$ cat config.mk
export PLATFORM = sky130hd
export DESIGN_NAME = rdo_readout_slave
export DESIGN_NICKNAME = d
export VERILOG_FILES = /design/src/rtl/rdo_pkg.sv /design/src/rtl/rdo_cycle_decode.sv /design/src/rtl/rdo_ctl_reg.sv /design/src/rtl/rdo_word_src.sv /design/src/rtl/rdo_handshake.sv /design/src/rtl/rdo_readout_slave.sv
export SDC_FILE = /design/constraint.sdc
export NUM_CORES = 1
export LEC_CHECK = 0
export ABC_AREA = 1
export CAP_MARGIN = 30
export CORE_UTILIZATION = 46
export DETAILED_ROUTE_END_ITERATION = 8
export PLACE_DENSITY = 0.85
export SETUP_SLACK_MARGIN = 0.3
export SYNTH_ARGS = -nofsm -noshare
export SYNTH_HDL_FRONTEND = slang
export SYNTH_SLANG_ARGS = --single-unit
export TNS_END_PERCENT = 10
$ cat constraint.sdc
create_clock -name clk -period 2.4 [get_ports clk]
set_clock_uncertainty 0.1 [all_clocks]
set_input_delay 0.24 -clock clk [delete_from_list [all_inputs] [get_ports clk]]
set_output_delay 0.24 -clock clk [all_outputs]
set_load 0.005 [all_outputs]
$ cat src/rtl/rdo_pkg.sv
package rdo_pkg;

  // Address-modifier code that marks a token readout cycle
  localparam logic [5:0] RDO_AM_CODE = 6'h1B;

  localparam int WORD_W  = 32;
  localparam int CHAN_W  = 14;
  localparam int VALUE_W = 16;
  localparam int QUAL_W  = 2;

  typedef struct packed {
    logic [QUAL_W-1:0]  qual;
    logic [CHAN_W-1:0]  chan;
    logic [VALUE_W-1:0] value;
  } rdo_word_t;

  typedef enum logic [2:0] {
    ST_IDLE  = 3'd0,
    ST_WAIT  = 3'd1,
    ST_DRIVE = 3'd2,
    ST_ACK   = 3'd3,
    ST_POP   = 3'd4,
    ST_PASS  = 3'd5
  } rdo_state_e;

endpackage

$ cat src/rtl/rdo_cycle_decode.sv
module rdo_cycle_decode #(
  parameter logic [5:0] AM_CODE = rdo_pkg::RDO_AM_CODE
) (
  input  logic       as_n,
  input  logic       ds0_n,
  input  logic       ds1_n,
  input  logic       write_n,
  input  logic       iack_n,
  input  logic [5:0] am,
  output logic       cycle_ok,
  output logic       ds_any
);

  // Only AM, AS, WRITE and IACK qualify the cycle; address lines are not used.
  always_comb begin
    cycle_ok = !as_n && (am == AM_CODE) && write_n && iack_n;
    ds_any   = !ds0_n || !ds1_n;
  end

endmodule

$ cat src/rtl/rdo_ctl_reg.sv
module rdo_ctl_reg (
  input  logic clk,
  input  logic rst_n,
  input  logic load,
  input  logic route_d,
  input  logic test_d,
  output logic route_q,
  output logic test_q
);

  logic route_nx;
  logic test_nx;

  always_comb begin
    route_nx = route_q;
    test_nx  = test_q;
    if (load) begin
      route_nx = route_d;
      test_nx  = test_d;
    end
  end

  always_ff @(posedge clk or negedge rst_n) begin
    if (!rst_n) begin
      route_q <= 1'b0;
      test_q  <= 1'b0;
    end else begin
      route_q <= route_nx;
      test_q  <= test_nx;
    end
  end

endmodule

$ cat src/rtl/rdo_word_src.sv
module rdo_word_src #(
  parameter int N_PARAM = 16,
  parameter int CHAN_W  = rdo_pkg::CHAN_W,
  parameter int WORD_W  = rdo_pkg::WORD_W
) (
  input  logic              clk,
  input  logic              rst_n,
  input  logic              test_mode,
  input  logic              cycle_ok,
  input  logic              advance,
  input  logic              buf_empty,
  input  logic [WORD_W-1:0] buf_word,
  input  logic              conv_busy,
  input  logic [CHAN_W-1:0] chan_base,
  output logic [WORD_W-1:0] word,
  output logic              have_word,
  output logic              done,
  output logic              buf_rd
);
  import rdo_pkg::*;

  localparam int IDX_W = $clog2(N_PARAM + 1);
  localparam logic [IDX_W-1:0] IDX_END = IDX_W'(N_PARAM);

  logic [IDX_W-1:0] idx_q;
  logic [IDX_W-1:0] idx_d;
  logic             idx_en;
  logic             sweep_left;
  rdo_word_t        gen_word;

  assign sweep_left = (idx_q < IDX_END);

  // Index of the generated parameter; restarts outside a readout cycle.
  always_comb begin
    idx_d  = idx_q;
    idx_en = 1'b0;
    if (!cycle_ok) begin
      idx_d  = '0;
      idx_en = (idx_q != '0);
    end else if (advance && test_mode && sweep_left) begin
      idx_d  = idx_q + 1'b1;
      idx_en = 1'b1;
    end
  end

  always_ff @(posedge clk or negedge rst_n) begin
    if (!rst_n) begin
      idx_q <= '0;
    end else if (idx_en) begin
      idx_q <= idx_d;
    end
  end

  always_comb begin
    gen_word.qual  = '0;
    gen_word.chan  = chan_base + CHAN_W'(idx_q);
    gen_word.value = VALUE_W'(idx_q);
  end

  always_comb begin
    if (test_mode) begin
      word      = gen_word;
      have_word = sweep_left;
      done      = !sweep_left;
      buf_rd    = 1'b0;
    end else begin
      word      = buf_word;
      have_word = !buf_empty;
      done      = buf_empty && !conv_busy;
      buf_rd    = advance;
    end
  end

endmodule

$ cat src/rtl/rdo_handshake.sv
module rdo_handshake #(
  parameter int WORD_W = rdo_pkg::WORD_W
) (
  input  logic              clk,
  input  logic              rst_n,
  input  logic              cycle_ok,
  input  logic              tok_in,
  input  logic              ds_any,
  input  logic              have_word,
  input  logic              done,
  input  logic [WORD_W-1:0] word_in,
  output logic [WORD_W-1:0] data_q,
  output logic              data_oe,
  output logic              dtack_n,
  output logic              advance,
  output logic              passed
);
  import rdo_pkg::*;

  rdo_state_e        st_q;
  rdo_state_e        st_d;
  logic [WORD_W-1:0] data_d;
  logic              data_en;

  always_comb begin
    st_d    = st_q;
    data_d  = data_q;
    data_en = 1'b0;
    if (!cycle_ok) begin
      st_d = ST_IDLE;
    end else begin
      unique case (st_q)
        ST_IDLE:  st_d = ST_WAIT;
        ST_WAIT: begin
          if (tok_in) begin
            if (done) begin
              st_d = ST_PASS;
            end else if (ds_any && have_word) begin
              st_d    = ST_DRIVE;
              data_d  = word_in;
              data_en = 1'b1;
            end
          end
        end
        ST_DRIVE: st_d = ST_ACK;
        ST_ACK:   if (!ds_any) st_d = ST_POP;
        ST_POP:   st_d = ST_WAIT;
        ST_PASS:  st_d = ST_PASS;
        default:  st_d = ST_IDLE;
      endcase
    end
  end

  always_ff @(posedge clk or negedge rst_n) begin
    if (!rst_n) begin
      st_q <= ST_IDLE;
    end else begin
      st_q <= st_d;
    end
  end

  always_ff @(posedge clk or negedge rst_n) begin
    if (!rst_n) begin
      data_q <= '0;
    end else if (data_en) begin
      data_q <= data_d;
    end
  end

  always_comb begin
    data_oe = (st_q == ST_DRIVE) || (st_q == ST_ACK);
    dtack_n = (st_q != ST_ACK);
    advance = (st_q == ST_POP);
    passed  = (st_q == ST_PASS);
  end

endmodule

$ cat src/rtl/rdo_readout_slave.sv
module rdo_readout_slave #(
  parameter int N_PARAM = 16
) (
  input  logic        clk,
  input  logic        rst_n,
  input  logic        bus_as_n,
  input  logic        bus_ds0_n,
  input  logic        bus_ds1_n,
  input  logic        bus_write_n,
  input  logic        bus_iack_n,
  input  logic [5:0]  bus_am,
  output logic        dtack_n,
  output logic [31:0] data_out,
  output logic        data_oe,
  input  logic        tok_in,
  output logic        tok_out,
  output logic        ret_pull_n,
  input  logic [31:0] buf_word,
  input  logic        buf_empty,
  output logic        buf_rd,
  input  logic        conv_busy,
  input  logic        ctl_load,
  input  logic        ctl_route_d,
  input  logic        ctl_test_d,
  input  logic [13:0] chan_base
);

  logic        cycle_ok;
  logic        ds_any;
  logic        route_q;
  logic        test_q;
  logic        advance;
  logic        have_word;
  logic        done;
  logic        passed;
  logic        held;
  logic [31:0] src_word;
  logic [31:0] data_q;

  rdo_cycle_decode u_decode (
    .as_n     (bus_as_n),
    .ds0_n    (bus_ds0_n),
    .ds1_n    (bus_ds1_n),
    .write_n  (bus_write_n),
    .iack_n   (bus_iack_n),
    .am       (bus_am),
    .cycle_ok (cycle_ok),
    .ds_any   (ds_any)
  );

  rdo_ctl_reg u_ctl (
    .clk     (clk),
    .rst_n   (rst_n),
    .load    (ctl_load),
    .route_d (ctl_route_d),
    .test_d  (ctl_test_d),
    .route_q (route_q),
    .test_q  (test_q)
  );

  rdo_word_src #(.N_PARAM(N_PARAM)) u_src (
    .clk       (clk),
    .rst_n     (rst_n),
    .test_mode (test_q),
    .cycle_ok  (cycle_ok),
    .advance   (advance),
    .buf_empty (buf_empty),
    .buf_word  (buf_word),
    .conv_busy (conv_busy),
    .chan_base (chan_base),
    .word      (src_word),
    .have_word (have_word),
    .done      (done),
    .buf_rd    (buf_rd)
  );

  rdo_handshake u_hs (
    .clk       (clk),
    .rst_n     (rst_n),
    .cycle_ok  (cycle_ok),
    .tok_in    (tok_in),
    .ds_any    (ds_any),
    .have_word (have_word),
    .done      (done),
    .word_in   (src_word),
    .data_q    (data_q),
    .data_oe   (data_oe),
    .dtack_n   (dtack_n),
    .advance   (advance),
    .passed    (passed)
  );

  // Token release follows the address strobe without a clock edge.
  assign held       = passed && !bus_as_n;
  assign tok_out    = held && route_q;
  assign ret_pull_n = !(held && !route_q);
  assign data_out   = data_oe ? data_q : '0;

endmodule

# == Yosys cells after proc, flatten, opt, wreduce, memory -nomap -nowiden ==
# Index checks and enable logic that the tools add are counted.
# op_classes
n_addsub,2
order_cmp,1
eq_ne,11
n_mux,20
bitwise_logic,1
n_reduce_logical,26
# op_table
operator,count
$mux 32,2
$mux 3,5
$pmux 3 s5,1
$add 14x5->14,1
$logic_and 1x1->1,10
$mux 1,10
$mux 5,2
$logic_not 1->1,8
$eq 3x2->1 const B,2
$eq 3x3->1 const B,2
$eq 6x5->1 const B,1
$ne 3x3->1 const B,2
$reduce_and 6->1,1
$add 5x1->5 const B,1
$lt 5x5->1 const B,1
$reduce_bool 5->1,1
$ne 4x4->1 const B,1
$eq 3x1->1 const B,1
$logic_not 3->1,1
$ne 3x2->1 const B,1
$reduce_and 3->1,1
$logic_or 1x1->1,2
$ne 2x2->1 const B,1
$reduce_and 2->1,1
2 further kinds,2
# totals
regBits,42
input_bits,65
output_inout_bits,37
wordCells,66

# == Logic depth before layout (Yosys ltp) ==
# depth
ltp_word,9
mapped_depth,14
mapped_depth_nobuf,14

# == Modules after synthesis ==
# From an unflattened synthesis, not the netlist that was laid out.
# hier_totals
hier_cells,504
area_unflattened_um2,3181.8
# modules_own_cells
module,n_inst,cells_each,area_each_um2
rdo_handshake,1,177,1531.5
rdo_word_src,1,236,1232.4
rdo_readout_slave,1,72,294.0
rdo_ctl_reg,1,9,76.3
rdo_cycle_decode,1,10,47.5

# == Worst setup path after synthesis ==
# Ideal clock, no wire load.
# synth_timing
path_type,reg2reg
startpoint,reg u_src.idx_q[0]
endpoint,reg u_hs.data_q[28]
setup_time_ns,0.116
arrival_time_ns,1.629
required_ns,2.184
slack_ns,0.555
path_stages_with_launch,14
cell_sequence,dfrtp_1 > ha_1 > inv_1 > fa_1 > inv_1 > nand2_1 > nand2_1 > nand2_1 > inv_1 > nand3_1 > nand3_1 > nand3_1 > nand2_1 > nand2_1
# synth_via
elab_chain_len,9
word_cells_on_any_way,14
classes_between,add/sub (1); order compare (1); mux (8); bitwise (1); reduce/logical (3)
# synth_rtl
item,line_no,text
"start, declared",rdo_word_src.sv:25,logic [IDX_W-1:0] idx_q;
"start signal, assigned",rdo_word_src.sv:50,idx_q <= idx_d;
$lt 5x5->1,rdo_word_src.sv:31,assign sweep_left = (idx_q < IDX_END);
$mux 1,rdo_word_src.sv:61,if (test_mode) begin
$logic_and 1x1->1,rdo_handshake.sv:38,end else if (ds_any && have_word) begin
$mux 1,rdo_handshake.sv:38,
$mux 1,rdo_handshake.sv:36,if (done) begin
$mux 1,rdo_handshake.sv:35,if (tok_in) begin
$mux 1,rdo_handshake.sv:32,unique case (st_q)
$mux 1,rdo_handshake.sv:29,if (!cycle_ok) begin
$reduce_and 6->1 (no source line),--,
"end signal, assigned",rdo_handshake.sv:66,data_q <= data_d;
"end, declared",rdo_handshake.sv:12,"output logic [WORD_W-1:0] data_q,"
# Several ways; a longest one is shown, not always the timed one.
# A chain may end at the register's enable or synchronous reset.

# == Worst setup path after layout ==
# layout_timing
startpoint,reg u_hs.st_q[1]
endpoint,out data_out[13]
# layout_via
elab_chain_len,3
word_cells_on_any_way,4
classes_between,eq/ne (2); mux (1); reduce/logical (1)
# layout_rtl
item,line_no,text
"start, declared",rdo_handshake.sv:20,rdo_state_e st_q;
"start signal, assigned",rdo_handshake.sv:58,st_q <= st_d;
$eq 3x2->1,rdo_handshake.sv:71,data_oe = (st_q == ST_DRIVE) || (st_q == ST_ACK);
$logic_or 1x1->1 *,rdo_handshake.sv:71,
$mux 32 *,rdo_readout_slave.sv:97,assign data_out = data_oe ? data_q : '0;
"end, declared",rdo_readout_slave.sv:13,"output logic [31:0] data_out,"
# Every way passes the cells marked *; elsewhere a longest branch is shown, timed or not.

==> key figures <==
Drt
  • WL final: 7.79 mm
  • Via density: 4.93
  • Post-route ant nets: 0
  • Detailed-router iteration count before antenna repair: 4
  • Drt initial violations: 160
  • DRC viols: 0
  • Routed len/inst: 12.7 microns
  • DR vias: 3,030

Worst setup path
  • WP buf/inv: 4
  • R2R Setup Slk: 500 ps
  • CP Capture Type: primary output
  • Arr. time, crit path: 1770 ps
  • Path depth of the worst reg2reg path: 13
  • Worst-path cell chain: inv_1, nor2_4, inv_2, buf_8, nor2_1, clkdlybuf4s50_1
  • Worst r2r src: u_src.idx_q[0]$_DFFE_PN0P_
  • Critical Path RT: 2060 ps
  • Critical path type: reg -> out
  • Crit Reg-Reg Endpoint: u_hs.data_q[28]$_DFFE_PN0P_
  • Slowest stage delay, CP: 510 ps
  • Slowest-stage cell, CP: clkdlybuf4s50_1
  • Critical path fanouts, max: 29
  • Worst setup SP type: flop
  • Critical path's top delay family: buffers and inverters

Synthesis
  • Synth warn: 0
  • Synth area leader: dfrtp_1
  • Syn_nets: 505
  • Seq cells post-synth: 42
  • EDFF count, synth: 0
  • Cell Area, Synth: 3040 sq um
  • Mapped Avg Cell Area: 7.04 sq um
  • Top cells by count, synth: 93 x nand2_1, 75 x inv_1, 75 x nor2_1
  • Top_reg_cell synth: dfrtp_1
  • Top-count cell post-synth: nand2_1
  • Top-area cell type share of the netlist area: 34.6%
  • Synth unique cells: 34
  • Sequential area share after synthesis: 34.6%
  • Main area contributors after synthesis: dfrtp_1 35%, nand2_1 11%, inv_1 9.3%
  • Synth async-reset ratio: 100%
  • Syn Inst Count: 432

Clock tree
  • Worst-case clock buffer depth: 2
  • Worst skew pair latency: 290 ps
  • Inserted Clock Buffers: 5
  • CTS tree: done
  • Root buffer cell: clkbuf_8
  • Reg clk slew, reported paths: 80 ps
  • H-tree Lvls: 2
  • Clock Sinks: 42

Global route
  • Number of global-route vias before repair: 2,878
  • Gr usage total: 23.5%
  • Total gr overflow: 0
  • Largest net degree at the start of global routing: 43
  • Global-route wire length before repair: 13.3 mm
  • Antenna violations before repair: 0

Pwr
  • Share of total power in combinational logic: 16.9%
  • Switching power: 0.376 mW
  • Net Sw Frac: 24.6%
  • Total Power: 1.53 mW
  • Pwr/cell area: 356 nW/um^2
  • Worst vdd ir: 0.219 mV
  • Reg power frac: 46.6%
  • Clock share of power: 36.5%
  • Leakage: 2.05 nW
  • Internal: 1.15 mW

STA
  • Max-Slew Margin vs Limit: 73.0%
  • Final TNS setup: 0 ps
  • Fmax: 473 MHz
  • Actual slew at the worst max-slew pin: 404 ps
  • Endpoints failing setup: 0
  • RSZ-0062 raised after global routing: yes
  • Fin crit period: 2110 ps
  • Final worst path period share: 88.0%
  • Final hold vios: 0
  • Pins over their slew limit: 0

Floorplanning
  • I/O pin count: 102
  • Standard-cell rows: 29
  • Core footprint: 6350 sq um
  • Die height: 83.3 microns
  • DIE AREA: 6940 sq um
  • Die Wd: 83.3 microns
  • Starting Density: 47.9%

Placed design
  • I/O Buffers: 101
  • DPL Wire Length: 6.02 mm
  • GP Congestion: 0.905
  • Placed inst area: 4090 sq um

Min path
  • Hold WC Path Type: in -> async

Run status
  • Outcome: finished clean

Final layout
  • Share of layout cells above drive strength 1: 11.9%
  • P&R area growth vs syn: 41.2%
  • Final Instance Area: 4300 sq um
  • Final nets: 610
  • Antenna diode count: 0

Job
  • Max-cap violations: 0
worst max-delay path by stage:
stage / start / to / depth (start not counted)
finish: u_hs.st_q[1]$_DFFE_PN0P_ / data_out[13] / 6
global route: u_hs.st_q[1]$_DFFE_PN0P_ / data_out[16] / 6
CTS: u_hs.st_q[1]$_DFFE_PN0P_ / tok_out / 5
detailed placement: chan_base[0] / u_hs.data_q[28]$_DFFE_PN0P_ / 14
global placement: chan_base[0] / u_hs.data_q[28]$_DFFE_PN0P_ / 14
floorplan: u_src.idx_q[0]$_DFFE_PN0P_ / u_hs.data_q[28]$_DFFE_PN0P_ / 13
metrics by stage:
step           hold slack, ps  worst slack, ps  instances  util [%]
5_1_grt                   147              163        615      67.6
4_1_cts                  9.86              304        611      66.8
2_1_floorplan            -156              555        432         -
6_report                  158              288        615      67.6
3_5_place_dp              336              135        600      64.4
3_3_place_gp              331              194        600      64.4
power by group through the flow:
stage                     clock, mW  combinational (mW)  sequential (mW)
final                         0.558               0.258            0.713
after global routing          0.607               0.284            0.714
after CTS                     0.572               0.253            0.714
after detailed placement          0               0.253            0.728
after global placement            0               0.248            0.728
after floorplan                   0               0.106            0.725
timing repair:
action,CTS,global route
resized for setup,8,4
hold endpoints to repair,0,42
hold buffers,0,1
pin swaps,1,0
buffers inserted,3,2
setup endpoints to repair,33,35
worst register-to-register path, stage by stage, from the launching register on:
cell and delay, ps:
dfrtp_2 400, ha_1 170, inv_1 60, fa_2 340, inv_1 80, nand2_1 50, nand2_1 70, nand2_1 70
inv_1 90, nand3_1 80, nand3_1 90, nand3_1 70, nand2_1 70, nand2_1 50
placed cells by master, fill, tap and decap left out, types with 2 or more instances in the layout:
cell type         n
dfrtp_2           2
nand2_1          93
nor3_1            6
a21oi_1           7
buf_12            2
nor2_4            2
nand3_2          13
mux2i_1           2
buf_4             6
nand3b_1          7
dfrtp_1          40
nand4_1           6
nor2_1           73
nor2_8            2
ha_1              7
clkdlybuf4s50_1  98
o21ai_0          14
nand2_2           2
or2_2             2
clkbuf_8          5
o21ai_2          15
o21ai_1           7
nand3_1          30
nand2_4           3
inv_1            74
metal layers:
| metal | routed length (microns) | vias up | part of all wire (%) | track usage [%] |
|---|---|---|---|---|
| li1 | - | 1564 | - | - |
| met1 | 3690 | 1364 | 47 | 33.0 |
| met2 | 3630 | 94 | 47 | 38.5 |
| met3 | 384 | 8 | 4.9 | 3.98 |
| met4 | 86 | 0 | 1.1 | 4.39 |
| met5 | 0 | - | 0 | 0 |
cells by family (layout without fill, tap and decap cells):
group                    count (synthesis)  count (layout)  synth area share [%]
adder cells (fa/ha/maj)                  8               8                  3.54
multiplexers                             2               2                 0.658
XOR/XNOR                                 1               1                 0.288
AO/OA/AOI/OAI                           46              46                  9.63
flip-flops                              42              42                  34.6
AND/OR/NAND/NOR                        244             244                  38.8
buffers and inverters                   89             195                  12.5
registers in the layout (all words and copies together), names as in the netlist:
register / cells
u_hs.data_q: 32
u_ctl.test_q: 1
u_src.idx_q: 5
u_ctl.route_q: 1
u_hs.st_q: 3
area by class of cell:
type	instances	area [sq um]
Sequential cell	42	1050
Fill cell	540	2050
Clock buffer	6	72.6
Timing Repair Buffer	111	1120
Inverter	76	290
Multi-Input combinational cell	301	1630
Clock inverter	2	37.5
Tap cell	77	96.3
Power figures use the tool's default switching activity.
